**src/rtl/romBurstPkg.sv**
```systemverilog
package romBurstPkg;

  typedef enum logic [1:0] {
    ST_IDLE   = 2'd0,
    ST_ACCESS = 2'd1,
    ST_DONE   = 2'd2
  } busStateT;

  typedef struct packed {
    logic load;     // latch request address at cycle start
    logic capture;  // sample external data on final state
    logic commit;   // record completed address for burst match
  } dpStrobeT;

  typedef struct packed {
    logic burstEn;
    logic slowBurst;
    logic longBlock;
  } cfgT;

endpackage

```
**src/rtl/romBurstCfg.sv**
```systemverilog
module romBurstCfg
  import romBurstPkg::*;
(
  input  logic       clk,
  input  logic       rstN,
  input  logic       cfgWrEn,
  input  logic [7:0] cfgWrData,
  output logic [7:0] cfgRdData,
  output cfgT        cfg
);

  cfgT cfgQ;
  logic unusedWrBits;

  assign unusedWrBits = ^cfgWrData[7:3];

  always_ff @(posedge clk or negedge rstN) begin
    if (!rstN) begin
      cfgQ.burstEn   <= 1'b0;
      cfgQ.slowBurst <= 1'b1;
      cfgQ.longBlock <= 1'b0;
    end else if (cfgWrEn) begin
      cfgQ.burstEn   <= cfgWrData[0];
      cfgQ.slowBurst <= cfgWrData[1];
      cfgQ.longBlock <= cfgWrData[2];
    end
  end

  assign cfg       = cfgQ;
  assign cfgRdData = {4'b0000, 1'b1, cfgQ.longBlock, cfgQ.slowBurst, cfgQ.burstEn};

  AST_CFG_HOLD: assert property (@(posedge clk) disable iff (!rstN)
    !cfgWrEn |=> $stable(cfgRdData));

endmodule

```
**src/rtl/romBurstCtl.sv**
```systemverilog
module romBurstCtl
  import romBurstPkg::*;
#(
  parameter int FULL_STATES = 3,
  parameter int FAST_STATES = 2,
  parameter int SLOW_STATES = 3,
  localparam int MAX_STATES = (FULL_STATES > SLOW_STATES) ?
                              ((FULL_STATES > FAST_STATES) ? FULL_STATES : FAST_STATES) :
                              ((SLOW_STATES > FAST_STATES) ? SLOW_STATES : FAST_STATES),
  localparam int CNT_W = (MAX_STATES > 1) ? $clog2(MAX_STATES) : 1
) (
  input  logic     clk,
  input  logic     rstN,
  input  cfgT      cfg,
  input  logic     reqValid,
  input  logic     reqRead,
  input  logic     areaSel,
  input  logic     addrMatch,
  output dpStrobeT strb,
  output logic     reqReady,
  output logic     extCsN,
  output logic     extRdN
);

  localparam logic [CNT_W-1:0] FULL_LAST = CNT_W'(FULL_STATES - 1);
  localparam logic [CNT_W-1:0] FAST_LAST = CNT_W'(FAST_STATES - 1);
  localparam logic [CNT_W-1:0] SLOW_LAST = CNT_W'(SLOW_STATES - 1);

  busStateT         stateQ;
  logic [CNT_W-1:0] cntQ;
  logic [CNT_W-1:0] lastQ;
  logic             chainQ;
  logic             startReq;
  logic             burstHit;
  logic             lastState;
  logic             chainKill;
  logic [CNT_W-1:0] lastNext;

  assign startReq  = (stateQ == ST_IDLE) && reqValid && areaSel && reqRead;
  assign burstHit  = chainQ && cfg.burstEn && addrMatch;
  assign lastState = (stateQ == ST_ACCESS) && (cntQ == lastQ);
  assign chainKill = !areaSel || !cfg.burstEn || (reqValid && !reqRead);

  always_comb begin
    if (burstHit) begin
      lastNext = cfg.slowBurst ? SLOW_LAST : FAST_LAST;
    end else begin
      lastNext = FULL_LAST;
    end
  end

  always_ff @(posedge clk or negedge rstN) begin
    if (!rstN) begin
      stateQ <= ST_IDLE;
      cntQ   <= '0;
      lastQ  <= FULL_LAST;
    end else begin
      unique case (stateQ)
        ST_IDLE: begin
          if (startReq) begin
            stateQ <= ST_ACCESS;
            cntQ   <= '0;
            lastQ  <= lastNext;
          end
        end
        ST_ACCESS: begin
          if (cntQ == lastQ) begin
            stateQ <= ST_DONE;
          end else begin
            cntQ <= cntQ + 1'b1;
          end
        end
        ST_DONE: begin
          stateQ <= ST_IDLE;
        end
        default: begin
          stateQ <= ST_IDLE;
        end
      endcase
    end
  end

  always_ff @(posedge clk or negedge rstN) begin
    if (!rstN) begin
      chainQ <= 1'b0;
    end else if (chainKill) begin
      chainQ <= 1'b0;
    end else if (lastState) begin
      chainQ <= 1'b1;
    end
  end

  assign strb.load    = startReq;
  assign strb.capture = lastState;
  assign strb.commit  = lastState;

  assign reqReady = (stateQ == ST_DONE);
  assign extCsN   = (stateQ != ST_ACCESS);
  assign extRdN   = (stateQ != ST_ACCESS);

  AST_READY_ONE_CYCLE: assert property (@(posedge clk) disable iff (!rstN)
    reqReady |=> !reqReady);
  AST_CHAIN_AREA_CLEAR: assert property (@(posedge clk) disable iff (!rstN)
    !areaSel |=> !chainQ);
  AST_PLAIN_FULL_CYCLE: assert property (@(posedge clk) disable iff (!rstN)
    (startReq && !cfg.burstEn) |=> (lastQ == FULL_LAST));
  AST_NONREAD_NO_START: assert property (@(posedge clk) disable iff (!rstN)
    ((stateQ == ST_IDLE) && !(reqValid && reqRead && areaSel)) |=> extCsN);

endmodule

```
**src/rtl/romBurstDp.sv**
```systemverilog
module romBurstDp
  import romBurstPkg::*;
#(
  parameter int ADDR_W    = 12,
  parameter int DATA_W    = 16,
  parameter int SHORT_LSB = 4,
  localparam int LONG_LSB = SHORT_LSB + 1
) (
  input  logic              clk,
  input  logic              rstN,
  input  dpStrobeT          strb,
  input  logic              longBlock,
  input  logic [ADDR_W-1:0] reqAddr,
  input  logic [DATA_W-1:0] extData,
  output logic [ADDR_W-1:0] extAddr,
  output logic [DATA_W-1:0] rdData,
  output logic              addrMatch
);

  localparam logic [ADDR_W-1:0] SHORT_MASK = ~((ADDR_W'(1) << SHORT_LSB) - ADDR_W'(1));
  localparam logic [ADDR_W-1:0] LONG_MASK  = ~((ADDR_W'(1) << LONG_LSB) - ADDR_W'(1));

  logic [ADDR_W-1:0] addrQ;
  logic [ADDR_W-1:0] prevQ;
  logic [DATA_W-1:0] dataQ;
  logic [ADDR_W-1:0] matchMask;

  assign matchMask = longBlock ? LONG_MASK : SHORT_MASK;
  assign addrMatch = ((reqAddr ^ prevQ) & matchMask) == '0;

  always_ff @(posedge clk or negedge rstN) begin
    if (!rstN) begin
      addrQ <= '0;
      prevQ <= '0;
      dataQ <= '0;
    end else begin
      if (strb.load) begin
        addrQ <= reqAddr;
      end
      if (strb.commit) begin
        prevQ <= addrQ;
      end
      if (strb.capture) begin
        dataQ <= extData;
      end
    end
  end

  assign extAddr = addrQ;
  assign rdData  = dataQ;

  AST_PREV_ONLY_ON_COMMIT: assert property (@(posedge clk) disable iff (!rstN)
    !strb.commit |=> $stable(prevQ));
  AST_DATA_ONLY_ON_CAPTURE: assert property (@(posedge clk) disable iff (!rstN)
    !strb.capture |=> $stable(rdData));

endmodule

```
**src/rtl/romBurstCtrl.sv**
```systemverilog
module romBurstCtrl
  import romBurstPkg::*;
#(
  parameter int ADDR_W      = 12,
  parameter int DATA_W      = 16,
  parameter int SHORT_LSB   = 4,
  parameter int FULL_STATES = 3,
  parameter int FAST_STATES = 2,
  parameter int SLOW_STATES = 3
) (
  input  logic              clk,
  input  logic              rstN,
  input  logic              cfgWrEn,
  input  logic [7:0]        cfgWrData,
  output logic [7:0]        cfgRdData,
  input  logic              reqValid,
  input  logic              reqRead,
  input  logic              areaSel,
  input  logic [ADDR_W-1:0] reqAddr,
  output logic              reqReady,
  output logic [DATA_W-1:0] rdData,
  output logic [ADDR_W-1:0] extAddr,
  output logic              extCsN,
  output logic              extRdN,
  input  logic [DATA_W-1:0] extData
);

  cfgT      cfg;
  dpStrobeT strb;
  logic     addrMatch;

  romBurstCfg u_cfg (
    .clk       (clk),
    .rstN      (rstN),
    .cfgWrEn   (cfgWrEn),
    .cfgWrData (cfgWrData),
    .cfgRdData (cfgRdData),
    .cfg       (cfg)
  );

  romBurstCtl #(
    .FULL_STATES (FULL_STATES),
    .FAST_STATES (FAST_STATES),
    .SLOW_STATES (SLOW_STATES)
  ) u_ctl (
    .clk       (clk),
    .rstN      (rstN),
    .cfg       (cfg),
    .reqValid  (reqValid),
    .reqRead   (reqRead),
    .areaSel   (areaSel),
    .addrMatch (addrMatch),
    .strb      (strb),
    .reqReady  (reqReady),
    .extCsN    (extCsN),
    .extRdN    (extRdN)
  );

  romBurstDp #(
    .ADDR_W    (ADDR_W),
    .DATA_W    (DATA_W),
    .SHORT_LSB (SHORT_LSB)
  ) u_dp (
    .clk       (clk),
    .rstN      (rstN),
    .strb      (strb),
    .longBlock (cfg.longBlock),
    .reqAddr   (reqAddr),
    .extData   (extData),
    .extAddr   (extAddr),
    .rdData    (rdData),
    .addrMatch (addrMatch)
  );

  AST_ADDR_HELD_IN_CYCLE: assert property (@(posedge clk) disable iff (!rstN)
    (!extRdN && $past(!extRdN)) |-> $stable(extAddr));

endmodule

```
**config.mk**
```make
export PLATFORM = sky130hd
export DESIGN_NAME = romBurstCtrl
export DESIGN_NICKNAME = d
export VERILOG_FILES = /design/src/rtl/romBurstPkg.sv /design/src/rtl/romBurstCfg.sv /design/src/rtl/romBurstCtl.sv /design/src/rtl/romBurstDp.sv /design/src/rtl/romBurstCtrl.sv
export SDC_FILE = /design/constraint.sdc
export NUM_CORES = 1
export LEC_CHECK = 0
export ABC_CLOCK_PERIOD_IN_PS = 1430
export BUFFER_PORTS_ARGS = -buffer_cell sky130_fd_sc_hd__buf_2
export CORE_ASPECT_RATIO = 0.75
export CORE_MARGIN = 4
export CORE_UTILIZATION = 43
export CTS_CLUSTER_DIAMETER = 50
export CTS_CLUSTER_SIZE = 16
export DETAILED_ROUTE_END_ITERATION = 10
export GPL_TIMING_DRIVEN = 0
export PLACE_DENSITY = 0.76
export SKIP_CTS_REPAIR_TIMING = 1
export SLEW_MARGIN = 10
export SYNTH_ARGS = -nofsm -noshare
export SYNTH_HDL_FRONTEND = slang
export SYNTH_SLANG_ARGS = --single-unit
```
**constraint.sdc**
```tcl
create_clock -name clk -period 1.43 [get_ports clk]
set_input_delay 0.143 -clock clk [delete_from_list [all_inputs] [get_ports clk]]
set_output_delay 0.143 -clock clk [all_outputs]
set_load 0.01 [all_outputs]
```
==> results.py <==
metrics = {
    "pwr": {
        "p_leak_nw": 1.36,
        "ir_drop_uv": 1010,
        "p_per_area_mw_per_mm2": 1960,
        "finalPower_mw": 5.34,
    },
    "cts": {
        "htreeDepth": 2,
        "clock_sinks": 46,
        "insertion_delay_ns": 0.29,
        "clk_pin_slew_worst_paths_ns": 0.08,
        "cts_tree": "yes",
        "numCtsBuffers": 5,
        "cts_buffer_depth": 2,
        "cts_root_buf": "clkbuf_8",
    },
    "floorplan": {
        "core-area_mm2": 0.00455,
        "die_area_mm2": 0.00598,
        "fp.dieW_um": 88.0,
        "rows": 21,
        "boundaryPins": 81,
        "initial_core_util_pct": 45.4,
        "die_h_um": 68.0,
    },
    "detailed_routing": {
        "viasPerCell": 4.67,
        "drtPass1Iterations": 4,
        "first_iter_violations": 53,
        "detail-route-antenna-nets": 0,
        "vias": 1285,
        "wl_um": 3980,
        "wl_per_cell_um": 14.5,
        "drc": 0,
    },
    "yosys": {
        "netlist-cell-type-count": 31,
        "synth.top_cell.area_share_pct": 53.4,
        "syn_inst": 131,
        "syn_area_mm2": 0.00206,
        "synth_area_leader_cell": "dfrtp_1",
        "avgSynthCellArea_um2": 15.7,
        "netlist_top_cells_area": "dfrtp_1, mux2_4, mux2_2, xnor2_1, buf_4",
        "synth_seq_cells": 46,
        "yosysWarnings": 0,
        "ys_seq_area_share_pct": 55.9,
    },
    "layout": {
        "syn_to_final_growth_pct": 32.3,
        "antenna_cells": 0,
        "final_cells": 275,
        "drive_above_1_share_pct": 67.0,
        "multiInputGateArea_um2": 860,
        "fillers": 395,
        "finalNetCount": 259,
        "regArea_mm2": 0.00115,
    },
    "sta": {
        "hold_viol": 0,
        "final-max-slew-violation-count": 0,
        "fin_skew_ns": 0.00463,
        "fin_ws_ns": -0.112,
        "worstMarginPinSlew_ns": 0.974,
        "min_period_ns": 1.54,
        "rsz0062_at_grt": "yes",
        "max_slew_margin_pct": 35.0,
        "setup_viol": 25,
        "max_freq_mhz": 648,
        "holdWs_ns": 0.000911,
        "fin_crit_sh_pct": 108,
    },
    "placement": {
        "io_buffers": 70,
        "gp_congestion": 0.659,
        "placed_cells": 261,
        "dp_slack_ns": -0.187,
        "dp_hpwl_um": 2960,
    },
    "critical_path": {
        "critPathMaxStageDelay_ns": 0.56,
        "reg2regPathDepth": 5,
        "path_class": "flip-flop to flip-flop",
        "critPathCaptureType": "flip-flop",
        "cp-endpoint": "u_dp.rdData[11]",
        "reg2reg_to": "u_dp.rdData[11]",
        "cp_data_arrival_time_ns": 1.72,
        "crit_required_ns": 1.61,
        "crit_path_start_kind": "flip-flop",
        "critPathLaunch": "u_ctl.lastQ[1]",
        "rrSetupSlack_ns": -0.11,
        "rr_startpoint": "u_ctl.lastQ[1]",
        "slowest_stage": "dfstp_2",
        "crit_chain": "xnor2_2, nand2_2, nor2_8, buf_12, mux2_4",
        "critPathMaxFanout": 10,
    },
    "global_routing": {
        "overflow": 0,
        "antenna_found_initial": 0,
        "grt_pass1_vias": 1262,
        "grt_pass1_wl_um": 6040,
        "grt_max_degree": 47,
        "grt_util_all_layers_pct": 13.6,
    },
    "min_path": {
        "hold_path.class": "input pin to asynchronous set/reset pin",
    },
    "run_status": {
        "violations": "setup timing",
        "outcome": "finished, violations left",
    },
    "flow_run": {
        "drv_cap": 0,
    },
}
## worst min path at each step
| stage | to | slack, ns | cells after the start |
|---|---|---|---|
| 3_5_place_dp | u_dp.extAddr[11] | 0.37 | 1 |
| 5_1_grt | u_dp.rdData[9] | 0.06 | 2 |
| 4_1_cts | u_cfg.cfg[0] | 0.04 | 1 |
| 3_3_place_gp | u_dp.extAddr[11] | 0.36 | 1 |
| 6_report | u_cfg.cfg[0] | 0.0009 | 1 |
| 2_1_floorplan | u_cfg.cfg[0] | -0.15 | 0 |
## cell usage after synthesis, drive strengths merged
cell    number
mux2        39
o2111a       1
nor2         5
nor2b        1
nand2        2
o211ai       1
conb         2
inv          1
o21ai        1
nand4b       1
or2          1
a21o         1
and4         1
dfstp        2
nor4         1
a22o         1
xnor2       10
nand2b       2
mux2i        1
nand4        2
dfrtp       44
buf         10
a21oi        1
## metrics by stage
| stage | utilization, % | cell area, um2 | TNS, ns |
|---|---|---|---|
| after floorplan | - | 2080 | -1.57 |
| after global placement | 55.1 | 2500 | -2.97 |
| after detailed placement | 55.1 | 2500 | -3.57 |
| after CTS | 57.5 | 2610 | -3.98 |
| after global routing | 60.0 | 2730 | -3.13 |
| final | 60.0 | 2730 | -2.20 |
## report_power, final
| group | switching (mW) | internal, mW |
|---|---|---|
| logic | 0.887 | 1.31 |
| registers | 0.369 | 1.87 |
| clock network | 0.417 | 0.488 |
| total | 1.67 | 3.67 |
## critical path: cells and delay by family, from the launching register on
| kind | cells | cell delay, ns |
|---|---|---|
| multiplexers | 1 | 0.31 |
| buffers and inverters | 1 | 0.17 |
| XOR/XNOR | 1 | 0.12 |
| AND/OR/NAND/NOR | 2 | 0.27 |
| flip-flops | 1 | 0.56 |
## sequential cells by signal, summed over array words and instances, names as in the netlist
register / flops
u_dp.rdData: 16
u_dp.extAddr: 12
u_dp.prevQ: 8
u_ctl.stateQ: 2
u_ctl.lastQ: 2
u_cfg.cfg: 3
u_ctl.chainQ: 1
u_ctl.cntQ: 2
## layout by cell type (no fill, tap or decap), types with 2 or more instances in the layout
master    instances
xnor2_2           2
conb_1            5
buf_6             2
clkbuf_8          8
mux2_2           16
nor2_1            3
buf_2            70
xnor2_1           8
dfstp_2           2
mux2_4           23
buf_4            10
dfrtp_1          43
buf_12            4
## cell type report
class,instances,area share (%)
clock buffers,8,4.04
flip-flops and latches,46,42.3
inverters,1,0.138
multi-input cells,77,31.5
plain buffers,10,3.81
well taps,57,2.61
repair buffers,76,15.6
## kinds of logic (layout without fill, tap and decap cells)
group	count (synthesis)	after routing	share of synthesized area (%)
xor+xnor	10	10	4.25
simple gates	16	16	6.80
buf+inv	11	95	5.22
other cells	2	5	0.364
flops	46	46	55.9
compound gates	6	6	2.37
mux	40	40	25.1
## per-layer routing
| layer | vias to the layer above | part of all wire (%) | wire length (um) | track usage, % |
|---|---|---|---|---|
| met3 | 4 | 6.7 | 267 | 5.42 |
| met4 | 0 | 0.78 | 31 | 4.60 |
| met2 | 37 | 50 | 1990 | 21.1 |
| li1 | 612 | - | - | - |
| met1 | 632 | 42 | 1680 | 17.3 |
| met5 | - | 0 | 0 | 0 |
Note: power is estimated with default switching activity, not from simulation.
